## src/rtl/fp32_cmp_eval.sv

```systemverilog
module fp32_cmp_eval #(
  parameter int EW = 8,
  parameter int MW = 23
) (
  input  logic [EW+MW:0] op_a,
  input  logic [EW+MW:0] op_b,
  input  logic [7:0]     pred,
  input  logic           legacy_mode,
  output logic           result,
  output logic           flag_invalid,
  output logic           flag_denormal
);
  localparam int W = EW + MW + 1;
  localparam logic [15:0] SIG_MASK = 16'h6666;

  logic [W-2:0] mag_a, mag_b;
  logic sa, sb, nan_a, nan_b, snan_a, snan_b, den_a, den_b;
  logic unord, eq, lt, gt, signaling;
  logic [4:0] code;

  assign sa    = op_a[W-1];
  assign sb    = op_b[W-1];
  assign mag_a = op_a[W-2:0];
  assign mag_b = op_b[W-2:0];

  assign nan_a  = (&op_a[W-2:MW]) && (|op_a[MW-1:0]);
  assign nan_b  = (&op_b[W-2:MW]) && (|op_b[MW-1:0]);
  assign snan_a = nan_a && !op_a[MW-1];
  assign snan_b = nan_b && !op_b[MW-1];
  assign den_a  = !(|op_a[W-2:MW]) && (|op_a[MW-1:0]);
  assign den_b  = !(|op_b[W-2:MW]) && (|op_b[MW-1:0]);

  assign code  = legacy_mode ? {2'b00, pred[2:0]} : pred[4:0];
  assign unord = nan_a || nan_b;
  assign eq    = !unord && ((op_a == op_b) || (mag_a == '0 && mag_b == '0));

  always_comb begin
    if (unord || eq)  lt = 1'b0;
    else if (sa != sb) lt = sa;
    else if (!sa)      lt = mag_a < mag_b;
    else               lt = mag_a > mag_b;
  end

  assign gt = !unord && !eq && !lt;

  always_comb begin
    case (code[3:0])
      4'd0:    result = eq;
      4'd1:    result = lt;
      4'd2:    result = lt || eq;
      4'd3:    result = unord;
      4'd4:    result = !eq;
      4'd5:    result = !lt;
      4'd6:    result = !(lt || eq);
      4'd7:    result = !unord;
      4'd8:    result = eq || unord;
      4'd9:    result = lt || unord;
      4'd10:   result = !gt;
      4'd11:   result = 1'b0;
      4'd12:   result = !unord && !eq;
      4'd13:   result = gt || eq;
      4'd14:   result = gt;
      default: result = 1'b1;
    endcase
  end

  assign signaling     = SIG_MASK[code[3:0]] ^ code[4];
  assign flag_invalid  = snan_a || snan_b || (signaling && unord);
  assign flag_denormal = den_a || den_b;
endmodule


```

## config.mk

```make
export PLATFORM = sky130hd
export DESIGN_NAME = fp32_cmp_eval
export DESIGN_NICKNAME = d
export VERILOG_FILES = /design/src/rtl/fp32_cmp_eval.sv
export SDC_FILE = /design/constraint.sdc
export NUM_CORES = 1
export LEC_CHECK = 0
export CAP_MARGIN = 5
export CORE_UTILIZATION = 41
export DETAILED_ROUTE_END_ITERATION = 6
export PLACE_DENSITY = 0.9
export SLEW_MARGIN = 15
export SYNTH_ARGS = -nofsm -noshare
export SYNTH_HDL_FRONTEND = slang
export SYNTH_SLANG_ARGS = --single-unit
export TNS_END_PERCENT = 20
```

## constraint.sdc

```tcl
create_clock -name vclk -period 6.59
set_input_delay 1.977 -clock vclk [all_inputs]
set_output_delay 1.977 -clock vclk [all_outputs]
set_load 0.05 [all_outputs]
```

==> impl_summary.log, run 1 <==
[metrics] top cell type by total area after synthesis: sky130_fd_sc_hd__ha_1
[metrics] share of power burned in registers: 0%
[metrics] number of flip-flops and latches: 0
[metrics] # hold bufs at CTS: 0
[metrics] number of cells traversed by the worst hold path: 5
[metrics] final setup margin: -85.3 ps
[metrics] required time of the critical path: roughly 4600 ps
[metrics] Core Rows: 20
[metrics] growth of design area from synthesis to finish: 87.7%
[metrics] final period demand of the worst path: 6680 ps
[metrics] outcome: finished with violations
[metrics] post-route fraction of the period consumed by the critical path: 101%
[metrics] count of non-filler cells in the finished layout: 332
[metrics] total via count after detailed routing: ~2,000
[metrics] post-synthesis sequential area ratio: 0%
[metrics] pin count of the biggest net entering global routing: 10
[metrics] number of nets in the final layout: 398
[metrics] cells after synthesis: around 200
[metrics] Final Wtd Congestion: approximately 0.84
[metrics] count of unique library cells instantiated by Yosys: 37
[metrics] CLK BUF: 0
[metrics] max-slew violations: 0
[metrics] core region area: slightly above 0.003 mm^2
[metrics] die height: around 60 um
[metrics] Total Die Area: around 0.0036 mm^2
[metrics] Power Internal: about 89 uW
[metrics] largest fanout on the critical path: 2
[metrics] dominant combinational cell family by area after synthesis: simple AND/OR/NAND/NOR gates
[metrics] hold path startpoint: op_b[22]
[metrics] netlist area before placement: ~0.0014 mm^2
[metrics] number of warning messages in the yosys log: 0
[metrics] relative slew slack: roughly two thirds
[metrics] routed wire length: approximately 6 mm
[metrics] post-detail-place hpwl: 3.85 mm
[metrics] multi-input combinational cell area: approximately 0.0015 mm^2
[metrics] first-pass GRT wire length: around 7.7 mm
[metrics] main area contributors after synthesis: sky130_fd_sc_hd__ha_1, sky130_fd_sc_hd__inv_1, sky130_fd_sc_hd__nor4_1
[metrics] Compound-Gate Fraction of Synth Area: 21.7%
[metrics] adder-cell share of the synthesized area: 32.1%
[metrics] proportion of layout cells with a drive suffix above 1: 22.2%
[metrics] Synth Area in XOR/XNOR: 1.28%
[metrics] combined global-route utilization of all metal layers: a little over a quarter
[metrics] basic-gate share of the synthesized area counting and, or, nand and nor cells: approximately 34%
[metrics] violated checks: negative setup slack
[metrics] highest achievable clock rate: 150 MHz
[metrics] Worst Setup Start Kind: input pin
[metrics] slew at the pin closest to its max-slew limit: ~520 ps
[metrics] most used standard cell by instance count after synthesis: sky130_fd_sc_hd__inv_1
[metrics] dpl cells: ~330
[metrics] reported max-cap violation count: 0
[metrics] post-route antenna net violation count: 0
[metrics] Vias/cell: 6.05
[metrics] initial core utilization: approximately 44%
[metrics] Critical Path AT: about 4700 ps
[metrics] category of the most critical setup path: in2out
[metrics] total of fill cells in the finished design: between 150 and 200
[metrics] average detailed-routed wire length per instance: around 18 um
[metrics] Worst Hold Class: in2out
[metrics] final number of hold-violating endpoints: 0
[metrics] ant diodes: 0
[metrics] P per Cell Area: roughly 64 mW/mm^2
[metrics] number of design-rule violations left by the first detailed-router iteration: 93
[metrics] number of antenna violations at the first check in global routing: 0
[metrics] Combinational Power Share: 100.0%
[metrics] leakage dissipation: 1.15 nW
[metrics] final setup violation count: 1
[metrics] sequential standard cell area: 0 um^2
[metrics] global route total overflow: 0
[metrics] Total Power Consumption: between 150 and 200 uW
[metrics] Peak supply drop: 41.2 uV
[metrics] switching fraction of total power: around 46%
[metrics] Sw Pwr: around 74 uW
[metrics] remaining design rule violation count: 0
[metrics] number of search-and-repair iterations in the first detailed-routing pass: 4
[metrics] syn_nets: a little over 300
[metrics] share of the synthesized area in the top cell type: 32.1%
[metrics] commonest cells in the synthesized netlist: sky130_fd_sc_hd__inv_1, sky130_fd_sc_hd__ha_1, sky130_fd_sc_hd__a21oi_1, sky130_fd_sc_hd__nor4_1, sky130_fd_sc_hd__nand4_1
[metrics] endpoint of the worst hold-timing path: flag_invalid
[metrics] endpoint type of the worst setup path: output pin
[metrics] io pins: 76
[metrics] post-place setup slack: -81.8 ps
[metrics] number of global-route vias before repair: ~1,900
[metrics] share of cell area taken by muxes after synthesis: less than 1%
[metrics] mean area per synthesized cell: just under 7 um^2
[metrics] I/O Buffers: between 70 and 80
[metrics] share of power burned in the clock network: 0%
[metrics] die outline width: ~60 um
cell type report:
cell class / instances / share of cell area (%)
repair buffers: 92 / 35.1
inverters: 37 / 5.43
well taps: 44 / 2.15
multi-input cells: 159 / 57.3
placed cells by master, fill, tap and decap left out, drive strengths merged, types with 9 or more instances in the layout:
master         count
clkdlybuf4s50     59
inv               37
ha                35
buf               21
a21oi             18
nor4              16
nand4             15
nand2             12
o21ai             11
dlymetal6s2s       9
worst max path at each step:
stage	startpoint	endpoint	slack, ps	cells after the start
floorplan	op_b[14]	result	400	9
global placement	op_b[14]	result	-70	11
detailed placement	op_b[14]	result	-80	11
CTS	op_b[19]	result	0.9	12
global route	op_b[5]	result	-130	11
finish	op_a[16]	result	-90	11
logic make-up (layout without fill, tap and decap cells):
| logic type | Yosys count | count (layout) |
|---|---|---|
| compound gates | 43 | 43 |
| simple gates | 78 | 78 |
| mux | 1 | 1 |
| fa+ha+maj | 35 | 35 |
| buf+inv | 38 | 129 |
| xor+xnor | 2 | 2 |
critical path, cell delays in order:
cell	delay (ps)
sky130_fd_sc_hd__clkdlybuf4s50_1	540
sky130_fd_sc_hd__ha_4	230
sky130_fd_sc_hd__a21oi_2	120
sky130_fd_sc_hd__o21ai_1	120
sky130_fd_sc_hd__a211oi_2	320
sky130_fd_sc_hd__buf_4	170
sky130_fd_sc_hd__nor3b_4	40
sky130_fd_sc_hd__or4b_4	520
sky130_fd_sc_hd__a32o_2	270
sky130_fd_sc_hd__o221ai_2	210
sky130_fd_sc_hd__buf_12	170
per-stage QoR:
| stage | hold slack, ps | setup TNS, ps | utilization, % | area, um^2 |
|---|---|---|---|---|
| 2_1_floorplan | 4310 | 0 | - | 1360 |
| 3_3_place_gp | 4900 | -71.3 | 73.0 | 2270 |
| 3_5_place_dp | 4920 | -81.8 | 73.0 | 2270 |
| 4_1_cts | 4750 | 0 | 76.9 | 2390 |
| 5_1_grt | 4840 | -130 | 82.5 | 2560 |
| 6_report | 4750 | -85.3 | 82.5 | 2560 |
layer usage:
metal / routed length, um / up-vias / share of wire, % / global-route usage, %
li1: - / 921 / - / -
met1: 2260 / 927 / 38 / 31.6
met2: 3120 / 127 / 52 / 55.1
met3: 345 / 32 / 5.7 / 1.73
met4: 277 / 0 / 4.6 / 2.33
met5: 0 / - / 0 / 0
power by group through the flow:
stage | sequential (mW) | combinational [mW] | clock (mW)
6_report | 0 | 0.163 | 0
3_5_place_dp | 0 | 0.133 | 0
2_1_floorplan | 0 | 0.0599 | 0
4_1_cts | 0 | 0.143 | 0
3_3_place_gp | 0 | 0.128 | 0
5_1_grt | 0 | 0.175 | 0
what timing repair did:
action                                 in CTS  in global routing
pin swaps                                  10                 14
resized for setup                          19                 29
cloned                                      0                  0
endpoints found under the hold margin       0                  0
setup endpoints to repair                   1                  1
setup buffers                               1                  3
Note: power is estimated with default switching activity, not from simulation.
==> inputs of run 2 (changes only) <==
- SLEW_MARGIN: 15 -> 25
==> results of run 2 <==
The final DEF is identical to that of run 1; final timing and power are the same.
==> inputs of run 3 (changes only) <==
- CORE_UTILIZATION: 41 -> 44
- PLACE_DENSITY: 0.9 -> 0.95
- SLEW_MARGIN: 25 -> 10
- clock period: 6.59 -> 8.3 ns (I/O delays scaled with it)
==> run 3 against run 2 <==
  * The flow finishes with violations (design-rule violations)
  * Worst hold slack better by 1200 ps
  * Sequential cell count stayed put
  * Cell count is 9.6% lower
  * Largest cell class unchanged
  * Largest power group unchanged
==> impl_summary.log, run 3 (synthesized netlist as in run 1, its figures left out) <==
[metrics] violated checks: design-rule violations
[metrics] category of the most critical setup path: in2out
[metrics] post-route cell area: 0.00214 mm^2 (-16%)
[metrics] Total Die Area: 0.00333 mm^2 (-6.6%)
[metrics] reported max-cap violation count: 0 (unchanged)
[metrics] Worst setup endpoint: result
[metrics] I/O Buffers: 73 (unchanged)
[metrics] setup fix buffers added after clock tree synthesis: 0 (-1)
[metrics] first-pass GRT wire length: 6.71 mm (-12%)
[metrics] core region area: 0.00285 mm^2 (-8.1%)
[metrics] leakage dissipation: 0.963 nW (-16%)
[metrics] average detailed-routed wire length per instance: 13.6 um (-25%)
[metrics] number of design-rule violations left by the first detailed-router iteration: 68 (-27%)
[metrics] standard cell area after detailed placement: 0.00214 mm^2 (-5.6%)
[metrics] count of instances resized after the clock tree is built: 0 (-19)
[metrics] final period demand of the worst path: just under 8000 ps
[metrics] worst setup path startpoint: op_b[29]
[metrics] RSZ-0062 raised after global routing: false
[metrics] most frequent cells in the layout: sky130_fd_sc_hd__clkdlybuf4s50_1, sky130_fd_sc_hd__inv_1, sky130_fd_sc_hd__ha_1
[metrics] Critical Path AT: 5290 ps (+590 ps)
[metrics] outcome: finished with violations
[metrics] sequential standard cell area: 0 um^2 (unchanged)
[metrics] largest fanout on the critical path: 3 (+1)
[metrics] Peak supply drop: 29.3 uV (-29%)
[metrics] Vias/cell: 5.80 (-4.1%)
[metrics] number of search-and-repair iterations in the first detailed-routing pass: 6 (+2)
[metrics] Total Power Consumption: 102 uW (-38%)
[metrics] Worst Setup Start Kind: input pin
[metrics] most common library cell in the layout ignoring fill and taps: sky130_fd_sc_hd__clkdlybuf4s50_1
[metrics] Core Rows: 19 (-5.0%)
[metrics] slew at the pin closest to its max-slew limit: 569 ps (+49.8 ps)
[metrics] proportion of layout cells with a drive suffix above 1: 4.09% (-18 points)
[metrics] io pins: 76 (unchanged)
[metrics] final setup violation count: 0 (-1)
[metrics] number of flip-flops and latches: 0 (unchanged)
[metrics] # hold bufs at CTS: 0 (unchanged)
[metrics] highest achievable clock rate: 128 MHz
[metrics] final number of hold-violating endpoints: 0 (unchanged)
[metrics] global route total overflow: 0 (unchanged)
[metrics] combined global-route utilization of all metal layers: 24.6% (-2.6 points)
[metrics] number of antenna violations at the first check in global routing: 0 (unchanged)
[metrics] required time of the critical path: 5810 ps (+1200 ps)
[metrics] routed wire length: 4.07 mm (-32%)
[metrics] endpoint type of the worst setup path: output pin
[metrics] P per Cell Area: 47.5 mW/mm^2 (-25%)
[metrics] post-detail-place hpwl: 3.68 mm (-4.4%)
[metrics] remaining design rule violation count: 5 (+5)
[metrics] pin count of the biggest net entering global routing: 10 (unchanged)
[metrics] CLK BUF: 0 (unchanged)
[metrics] post-place setup slack: 511 ps (+592 ps)
[metrics] final setup margin: 515 ps (+601 ps)
[metrics] number of nets in the final layout: 379 (-4.8%)
[metrics] relative slew slack: 61.5% (-3.5 points)
[metrics] Worst Hold Class: in2out
[metrics] die outline width: 57.7 um (-3.4%)
[metrics] initial core utilization: 47.8% (+3.9 points)
[metrics] total via count after detailed routing: 1,740 (-13%)
[metrics] ant diodes: 0 (unchanged)
[metrics] number of global-route vias before repair: 1,658 (-11%)
[metrics] die height: 57.7 um (-3.4%)
[metrics] post-route fraction of the period consumed by the critical path: around 94%
[metrics] Final Wtd Congestion: 0.852 (+1.9%)
[metrics] total negative slack for setup checks: 0 ps (+85.3 ps)
[metrics] growth of design area from synthesis to finish: 56.9%
[metrics] max-slew violations: 0 (unchanged)
[metrics] post-route antenna net violation count: 0 (unchanged)
==> run 3: changes by cell type in the layout (fill, tap and decap cells not counted), sizes merged <==
cell | previous run | this run
clkdlybuf4s50 | 59 | 72
dlymetal6s2s | 9 | 0
dlygate4sd2 | 3 | 0
buf | 21 | 1
==> run 3: per-stage QoR <==
stage | utilization (%) | std cells | hold slack (ps)
2_1_floorplan | - | 197 | 5330
5_1_grt | 75.0 | 300 | 6030
3_5_place_dp | 75.0 | 300 | 5950
6_report | 75.0 | 300 | 5950
4_1_cts | 75.0 | 300 | 5950
3_3_place_gp | 75.0 | 300 | 5950
==> run 3: where the power goes <==
group	internal, mW	switching [mW]	total [mW]
sequential	0	0	0
combinational	0.0569	0.0447	0.102
clock	0	0	0
==> run 3: worst min-delay path by stage <==
stage | start | slack, ps | depth (start not counted) | to
floorplan | op_a[22] | 5330 | 2 | flag_invalid
global placement | op_a[31] | 5950 | 6 | result
detailed placement | op_a[31] | 5950 | 6 | result
CTS | op_a[31] | 5950 | 6 | result
global route | op_a[31] | 6030 | 6 | result
finish | op_a[31] | 5950 | 6 | result
==> run 3: layer usage <==
| layer | wire length (um) | up-vias | global-route usage, % |
|---|---|---|---|
| li1 | - | 885 | - |
| met1 | 1830 | 793 | 28.6 |
| met2 | 2010 | 62 | 51.0 |
| met3 | 235 | 0 | 1.34 |
| met4 | 0 | 0 | 1.36 |
| met5 | 0 | - | 0 |
==> run 3: critical path, cell delays in order <==
cell	delay (ps)
sky130_fd_sc_hd__clkdlybuf4s50_1	510
sky130_fd_sc_hd__inv_1	60
sky130_fd_sc_hd__ha_1	280
sky130_fd_sc_hd__nand4_1	180
sky130_fd_sc_hd__nor4b_1	590
sky130_fd_sc_hd__o21ai_0	180
sky130_fd_sc_hd__a21oi_1	220
sky130_fd_sc_hd__o31ai_1	130
sky130_fd_sc_hd__a32o_1	280
sky130_fd_sc_hd__o221ai_2	210
sky130_fd_sc_hd__buf_12	170
==> run 3: final cells by class <==
class / count / area, um^2
Multi-Input combinational cell: 159 / 1220
Tap cell: 31 / 38.8
Timing Repair Buffer: 73 / 741
Fill cell: 213 / 713
Inverter: 37 / 139
